### src/rtl/msg_fetch_pkg.sv
package msg_fetch_pkg;

    localparam int unsigned CODE_W = 6;

    typedef enum logic [1:0] {
        ST_IDLE,
        ST_WAIT_GATE,
        ST_CAPTURE,
        ST_SEND
    } fetch_state_e;

    // per-system-cycle timing strobes derived from the bit clock counter
    typedef struct packed {
        logic sample;   // point in the bit period where sensor data is stable
        logic emit;     // point in the bit period where an output bit advances
    } bit_tick_t;

    // width able to hold the value n
    function automatic int unsigned cnt_width(input int unsigned n);
        return (n < 2) ? 1 : $clog2(n + 1);
    endfunction

endpackage

### src/rtl/bitclk_gen.sv
module bitclk_gen
    import msg_fetch_pkg::*;
#(
    parameter int unsigned DIV        = 100,
    parameter int unsigned PULSE      = 12,
    parameter int unsigned SAMPLE_OFS = 30
) (
    input  logic      clk,
    input  logic      rst,
    output logic      bclk_o,
    output bit_tick_t tick_o
);
    localparam int unsigned CW = cnt_width(DIV - 1);

    logic [CW-1:0] phase;

    always_ff @(posedge clk) begin
        if (rst)                          phase <= '0;
        else if (phase == CW'(DIV - 1))   phase <= '0;
        else                              phase <= phase + 1'b1;
    end

    assign bclk_o        = (phase < CW'(PULSE));
    assign tick_o.sample = (phase == CW'(SAMPLE_OFS));
    assign tick_o.emit   = (phase == '0);

    // end of a period is always followed by a new high pulse
    p_wrap_rise_r1: assert property (@(posedge clk) disable iff (rst)
        (phase == CW'(DIV - 1)) |=> $rose(bclk_o));

endmodule

### src/rtl/capture_chain.sv
module capture_chain
    import msg_fetch_pkg::*;
#(
    parameter int unsigned MSG_BITS   = 32,
    parameter int unsigned DELAY_BITS = 3,
    parameter int unsigned REG_BITS   = 27
) (
    input  logic                clk,
    input  logic                rst,
    input  logic                clr_i,
    input  logic                sample_i,
    input  logic                sdata_i,
    output logic                full_o,
    output logic [REG_BITS-1:0] data_o
);
    localparam int unsigned NW = cnt_width(MSG_BITS);

    logic [NW-1:0] taken;
    logic          shift_en;
    logic          into_reg;

    assign full_o   = (taken == NW'(MSG_BITS));
    assign shift_en = sample_i && !full_o;

    generate
        if (DELAY_BITS > 0) begin : g_delay
            logic [DELAY_BITS-1:0] dly;
            always_ff @(posedge clk) begin
                if (rst || clr_i)  dly <= '0;
                else if (shift_en) dly <= (dly << 1) | DELAY_BITS'(sdata_i);
            end
            assign into_reg = dly[DELAY_BITS-1];
        end else begin : g_direct
            assign into_reg = sdata_i;
        end
    endgenerate

    always_ff @(posedge clk) begin
        if (rst || clr_i) begin
            taken  <= '0;
            data_o <= '0;
        end else if (shift_en) begin
            taken  <= taken + 1'b1;
            data_o <= {data_o[REG_BITS-2:0], into_reg};
        end
    end

    // once the message count is reached the register is frozen
    p_full_hold_r4: assert property (@(posedge clk) disable iff (rst)
        (full_o && !clr_i) |=> $stable(data_o));

endmodule

### src/rtl/out_shifter.sv
module out_shifter
    import msg_fetch_pkg::*;
#(
    parameter int unsigned REG_BITS = 27
) (
    input  logic                clk,
    input  logic                rst,
    input  logic                load_i,
    input  logic [REG_BITS-1:0] data_i,
    input  logic                tick_i,
    output logic                sout_o,
    output logic                stb_o,
    output logic                busy_o
);
    localparam int unsigned RW = cnt_width(REG_BITS);

    logic [REG_BITS-1:0] shreg;
    logic [RW-1:0]       left;

    always_ff @(posedge clk) begin
        if (rst) begin
            shreg  <= '0;
            left   <= '0;
            sout_o <= 1'b0;
            stb_o  <= 1'b0;
        end else begin
            stb_o <= 1'b0;
            if (load_i) begin
                shreg <= data_i;
                left  <= RW'(REG_BITS);
            end else if (tick_i && left != '0) begin
                sout_o <= shreg[REG_BITS-1];
                stb_o  <= 1'b1;
                shreg  <= shreg << 1;
                left   <= left - 1'b1;
            end
        end
    end

    assign busy_o = (left != '0);

    // a strobe is only ever produced from a pending bit
    p_stb_after_busy_r6: assert property (@(posedge clk) disable iff (rst)
        stb_o |-> $past(busy_o));

endmodule

### src/rtl/msg_fetch_ctrl.sv
module msg_fetch_ctrl
    import msg_fetch_pkg::*;
#(
    parameter logic [5:0]  REQ_CODE     = 6'h2D,
    parameter int unsigned DIV          = 100,
    parameter int unsigned PULSE        = 12,
    parameter int unsigned SAMPLE_OFS   = 30,
    parameter int unsigned MSG_BITS     = 32,
    parameter int unsigned DELAY_BITS   = 3,
    parameter int unsigned REG_BITS     = 27,
    parameter int unsigned GATE_TIMEOUT = 1200
) (
    input  logic       clk,
    input  logic       rst,
    input  logic       cmd_valid_i,
    input  logic [5:0] cmd_code_i,
    input  logic       gate_i,
    input  logic       sdata_i,
    output logic       bclk_o,
    output logic       req_o,
    output logic       sout_o,
    output logic       sout_stb_o,
    output logic       done_o,
    output logic       err_o
);
    localparam int unsigned TW = cnt_width(GATE_TIMEOUT);

    fetch_state_e        state;
    bit_tick_t           tick;
    logic [TW-1:0]       wait_cnt;
    logic                start, load, full, busy;
    logic [REG_BITS-1:0] held;

    bitclk_gen #(.DIV(DIV), .PULSE(PULSE), .SAMPLE_OFS(SAMPLE_OFS)) u_bclk (
        .clk(clk), .rst(rst), .bclk_o(bclk_o), .tick_o(tick)
    );

    capture_chain #(.MSG_BITS(MSG_BITS), .DELAY_BITS(DELAY_BITS), .REG_BITS(REG_BITS)) u_cap (
        .clk(clk), .rst(rst), .clr_i(start),
        .sample_i(state == ST_CAPTURE && gate_i && tick.sample),
        .sdata_i(sdata_i), .full_o(full), .data_o(held)
    );

    out_shifter #(.REG_BITS(REG_BITS)) u_out (
        .clk(clk), .rst(rst), .load_i(load), .data_i(held), .tick_i(tick.emit),
        .sout_o(sout_o), .stb_o(sout_stb_o), .busy_o(busy)
    );

    assign start = (state == ST_IDLE) && cmd_valid_i && (cmd_code_i == REQ_CODE);
    assign load  = (state == ST_CAPTURE) && !gate_i && full;

    always_ff @(posedge clk) begin
        if (rst) begin
            state    <= ST_IDLE;
            req_o    <= 1'b0;
            wait_cnt <= '0;
            done_o   <= 1'b0;
            err_o    <= 1'b0;
        end else begin
            done_o <= 1'b0;
            err_o  <= 1'b0;
            unique case (state)
                ST_IDLE: if (start) begin
                    state    <= ST_WAIT_GATE;
                    req_o    <= 1'b1;
                    wait_cnt <= '0;
                end
                ST_WAIT_GATE: begin
                    if (gate_i) begin
                        state <= ST_CAPTURE;
                        req_o <= 1'b0;
                    end else if (wait_cnt == TW'(GATE_TIMEOUT - 1)) begin
                        state <= ST_IDLE;
                        req_o <= 1'b0;
                        err_o <= 1'b1;
                    end else begin
                        wait_cnt <= wait_cnt + 1'b1;
                    end
                end
                ST_CAPTURE: if (!gate_i) begin
                    if (full) state <= ST_SEND;
                    else begin
                        state <= ST_IDLE;
                        err_o <= 1'b1;
                    end
                end
                ST_SEND: if (!busy) begin
                    state  <= ST_IDLE;
                    done_o <= 1'b1;
                end
                default: state <= ST_IDLE;
            endcase
        end
    end

    // the request is withdrawn one cycle after the gate is seen
    p_req_drop_r3: assert property (@(posedge clk) disable iff (rst)
        (req_o && gate_i) |=> !req_o);
    // no request is pending while idle
    p_req_idle_r2: assert property (@(posedge clk) disable iff (rst)
        (state == ST_IDLE) |-> !req_o);
    // completion and error never coincide
    p_pulse_excl_r7: assert property (@(posedge clk) disable iff (rst)
        $onehot0({done_o, err_o}));
    // an error leaves no request standing
    p_err_noreq_r8: assert property (@(posedge clk) disable iff (rst)
        err_o |-> !req_o);
    // output strobes appear only during the send phase
    p_stb_send_r6: assert property (@(posedge clk) disable iff (rst)
        sout_stb_o |-> (state == ST_SEND));

endmodule

### config.mk
export PLATFORM = sky130hd
export DESIGN_NAME = msg_fetch_ctrl
export DESIGN_NICKNAME = d
export VERILOG_FILES = /design/src/rtl/msg_fetch_pkg.sv /design/src/rtl/bitclk_gen.sv /design/src/rtl/capture_chain.sv /design/src/rtl/out_shifter.sv /design/src/rtl/msg_fetch_ctrl.sv
export SDC_FILE = /design/constraint.sdc
export NUM_CORES = 1
export LEC_CHECK = 0
export CAP_MARGIN = 0
export CELL_PAD_IN_SITES_DETAIL_PLACEMENT = 1
export CELL_PAD_IN_SITES_GLOBAL_PLACEMENT = 1
export CORE_UTILIZATION = 42
export DETAILED_ROUTE_END_ITERATION = 8
export PLACE_DENSITY_LB_ADDON = 0.3
export SETUP_SLACK_MARGIN = 0.2
export SLEW_MARGIN = 20
export SYNTH_ARGS = -nofsm -noshare
export SYNTH_HDL_FRONTEND = slang
export SYNTH_SLANG_ARGS = --single-unit
### constraint.sdc
create_clock -name clk -period 2.1 [get_ports clk]
set_clock_uncertainty 0.15 [all_clocks]
set_input_delay 0.525 -clock clk [delete_from_list [all_inputs] [get_ports clk]]
set_output_delay 0.525 -clock clk [all_outputs]
set_load 0.005 [all_outputs]
==> results by stage, run 1 <==
Outcome:
- The flow ran to the end, but the final reports show violations.
- The final reports fail on negative setup slack.

GRT:
- The global routing usage on met1 is 28.25%.
- The global-route wire length before repair is 18,970 um.
- The met3 routing resource usage after global routing is 3.537%.
- In the global route stage, met2 resource usage came out at 43.36%.
- The remaining global-route overflow is 0.
- The combined global-route utilization of all metal layers is 24.24%.
- The number of global-route vias before repair is 3,793.
- The initial antenna violation count came to 0.
- The maximum number of pins on one net before global-route repair is 54.
- The busiest layer in global routing is met2.

Placement:
- The total instance count after detailed placement is 611.
- Port buffering added 16 buffers.
- The weighted congestion reported at the end of routability-driven placement is 0.7412.
- After detailed placement, the total cell area comes to 4587 um2.
- Once detailed placement completed, the half-perimeter wirelength came to 6327 um.
- At the placement stage, the worst setup path has a slack of -0.3208 ns.

Logic synthesis:
- In the synthesized netlist the dominant register cell turns out to be sky130_fd_sc_hd__dfxtp_1.
- The share of the Yosys chip area taken by registers is 45.46%.
- The post-synthesis instance area is 4095 um2.
- The synthesized net count is 491.
- Counting flops with an async set or reset pin after synthesis yields a share of 0%.
- The synthesis-stage register bit count is 93.
- The synthesized area per cell is 8.750 um2.
- The number of library cell types mapped by synthesis is 53.
- In the synthesized netlist, the number of instances is 468.
- The count of flip-flops with a built-in enable after synthesis is 0.
- The number of warnings issued by yosys is 0.

Timing:
- At the pin with the least slew margin, the transition time is 0.4421 ns.
- Setup repair after global routing could not meet its margin everywhere.
- The clock period minus final worst setup slack is 2.162 ns.
- The worst hold margin is 0.3194 ns.
- Setup violations remaining at the end of the flow were counted as 6.
- The number of hold violations in the final report is 0.
- The upper clock frequency limit is 462.4 MHz.
- After layout, the worst path uses 103.0% of the clock period.
- Setup slack on the critical path of the routed design comes to -0.06242 ns.
- The number of slew-limit violations in the final report is 0.
- The worst-case headroom to the max-slew limit is 70.44%.

Floorplan:
- The vertical die dimension is 100.7 um.
- The floorplan die area is 10,150 um2.
- The number of ports placed on the die boundary is 17.
- The initial utilization of the core area, before any placement, comes to 43.90%.
- The floorplan has 35 rows.
- Measured along the x axis, the die boundary spans 100.7 um.
- The floorplan core area is 9328 um2.

Setup path:
- Tracing the worst setup path back leads to its startpoint at u_out.left[0].
- The startpoint identified for the worst register-to-register timing path is u_out.left[0].
- STA puts the critical path data required time at 2.23 ns.
- The kind of critical path is flop to flop.
- STA classifies the critical path startpoint as a flop.
- The largest driver fanout on the critical path is 4.
- The worst setup path is captured at a flop.
- STA puts the critical path data arrival time at 2.30 ns.

Power:
- IR analysis of the VDD net gives a maximum drop of 0.0003816 V.
- The completed layout was analyzed and its total power is 4.490 mW.
- The static leakage is 2.179 nW.
- The cell area power density is 816.0 nW/um2.

Final layout:
- The final standard cell area without fillers is 5502 um2.
- The number of antenna diodes in the final layout is 0.
- The layout overhead on the synthesized area is 34.34%.
- After the flow finishes, the layout carries non-filler instances totaling 660.
- The filler cells instantiated in the layout total 1,048.
- At the end of the flow, the number of nets in the layout was 549.
- In the final layout, the share of cells above drive strength 1 is 27.87%.

Routing:
- The post-detailed-route count of antenna-violating nets is 0.
- The first routing iteration left 121 violations.
- The number of vias in the routed layout is 3,821.
- The number of vias per cell after detailed routing is 5.789.
- The pre-antenna-repair detailed-routing pass consisted of 6 iterations.
- The routed length per placed instance is 20.75 um.
- The count of unresolved DRC violations after routing is 0.
- For this block, the routed nets add up to 13,700 um of wire.

Clock network:
- The clock net in this run drives a total of 93 sinks.
- The total number of H-tree levels is 3.
- The insertion delay of the later-clocked pin in the worst-skew pair is 0.38 ns.
- The clock transition time at the flip-flop clock pins of the worst setup and hold paths is 0.10 ns.
- The number of buffers on the longest clock path is 2.
- In this run the clock root is driven by a sky130_fd_sc_hd__clkbuf_8.
- The TritonCTS clock tree is yes.
- Counting the buffers created by CTS gives 9.

Min path:
- The worst min-delay path class is flop to flop.
- The startpoint of the worst hold path is u_cap.data_o[26].

Flow run:
- Across the run, the number of max-cap violations was 0.
==> stage by stage <==
step	TNS, ns	utilization, %
global placement	-11.35	49.18
detailed placement	-14.12	49.18
CTS	0	55.83
floorplan	0	-
global route	-0.6924	58.98
finish	-0.2227	58.98
==> routing by layer <==
metal	up-vias	wire length, um
met3	51	277
met2	73	7150
met5	-	0
met1	1939	5639
met4	0	630
li1	1758	-
==> Yosys cell counts (all sizes together), types with 2 or more instances <==
cell,n,area share (%)
clkbuf,16,1.5
a211oi,27,4.9
and2,2,0.31
a21oi,49,6.1
or4b,2,0.67
nor2b,2,0.31
nor4,2,0.31
nand4,7,1.6
nand3,10,1.3
o2bb2ai,2,0.43
a31oi,2,0.31
o21ai,8,0.98
nor3b,4,0.73
xnor2,5,1.1
a221o,2,0.49
ha,12,3.7
xor2,8,1.7
mux2i,27,6.6
nand3b,3,0.55
nand2,76,7.0
nor3,6,0.98
nor4b,2,0.43
nor2,51,4.7
dfxtp,93,45
or3b,2,0.43
inv,13,1.2
and4b,2,0.49
and3,6,0.95
buf,12,1.6
==> registers in the layout, summed over array words and instances, names as in the netlist, 2 cells and up <==
name,count
u_bclk.phase,7
u_out.shreg,27
u_cap.g_delay.dly,3
u_cap.data_o,27
state,2
u_cap.taken,6
u_out.left,5
wait_cnt,11
==> worst paths after layout <==
| check | endpoint | slack, ns | cells past startpoint |
|---|---|---|---|
| max | u_out.shreg[17] | -0.06 | 9 |
| min | u_cap.data_o[26] | 0.32 | 2 |
| max reg2reg | u_out.shreg[17] | -0.06 | 9 |
| min reg2reg | u_cap.data_o[26] | 0.32 | 2 |
==> power breakdown <==
group          total, mW  internal, mW  leakage [nW]  switching [mW]
Sequential          1.84          1.80         0.757          0.0400
Combinational       1.50         0.866          1.33           0.633
Clock               1.15         0.440        0.0875           0.708
Total               4.49          3.11          2.18            1.38
==> cell usage in the layout (no fill, tap or decap), drive strengths merged, types with 9 or more instances in the layout <==
cell / synthesis / routed
dlygate4sd2: 0 / 9
dfxtp: 93 / 93
nand2: 76 / 76
a21oi: 49 / 49
mux2i: 27 / 27
a211oi: 27 / 27
ha: 12 / 12
inv: 13 / 16
nor2: 51 / 51
clkbuf: 16 / 10
nand3: 10 / 10
buf: 12 / 60
==> cell type report <==
class | instances | area (um2) | area share (%)
clock buffer | 10 | 127.6 | 2.320
clock inverter | 6 | 43.79 | 0.7960
inverter | 13 | 53.80 | 0.9779
multi-input combinational | 335 | 2422 | 44.03
sequential | 93 | 1883 | 34.23
tap | 129 | 161.4 | 2.934
timing repair buffer | 74 | 809.5 | 14.71
==> cells by family (layout without fill, tap and decap cells) <==
| kind of cell | Yosys count | in the layout | share of synthesized area (%) |
|---|---|---|---|
| AND/OR/NAND/NOR | 182 | 182 | 21.63 |
| AO/OA/AOI/OAI | 100 | 101 | 15.61 |
| flip-flops | 93 | 93 | 45.46 |
| buffers and inverters | 41 | 103 | 4.247 |
| multiplexers | 27 | 27 | 6.599 |
| XOR/XNOR | 13 | 13 | 2.780 |
| adder cells (fa/ha/maj) | 12 | 12 | 3.666 |
==> worst max-delay path, cell delays in order (launching register included) <==
cell and delay (ns):
sky130_fd_sc_hd__dfxtp_2 0.35, sky130_fd_sc_hd__inv_2 0.08, sky130_fd_sc_hd__ha_4 0.13, sky130_fd_sc_hd__or4b_4 0.50, sky130_fd_sc_hd__nand4_4 0.13, sky130_fd_sc_hd__buf_12 0.12, sky130_fd_sc_hd__buf_8 0.11, sky130_fd_sc_hd__buf_16 0.12
sky130_fd_sc_hd__mux2i_1 0.07, sky130_fd_sc_hd__a211oi_1 0.30
==> timing repair <==
item	in CTS	in global routing
gates cloned	5	0
gates resized for setup	58	51
hold buffers	0	0
buffers inserted	19	9
pin swaps	36	27
endpoints found under the setup margin	80	82
Power figures use the tool's default switching activity.
==> run 2, diff against run 1 <==
Settings changed: SLEW_MARGIN 20 to 40.
==> results of run 2 <==
Same layout as run 1: the final DEF is identical, and so are final timing and power.
==> run 3, diff against run 2 <==
Settings changed: CAP_MARGIN 0 to default.
==> results of run 3 <==
Same layout as run 1: the final DEF is identical, and so are final timing and power.
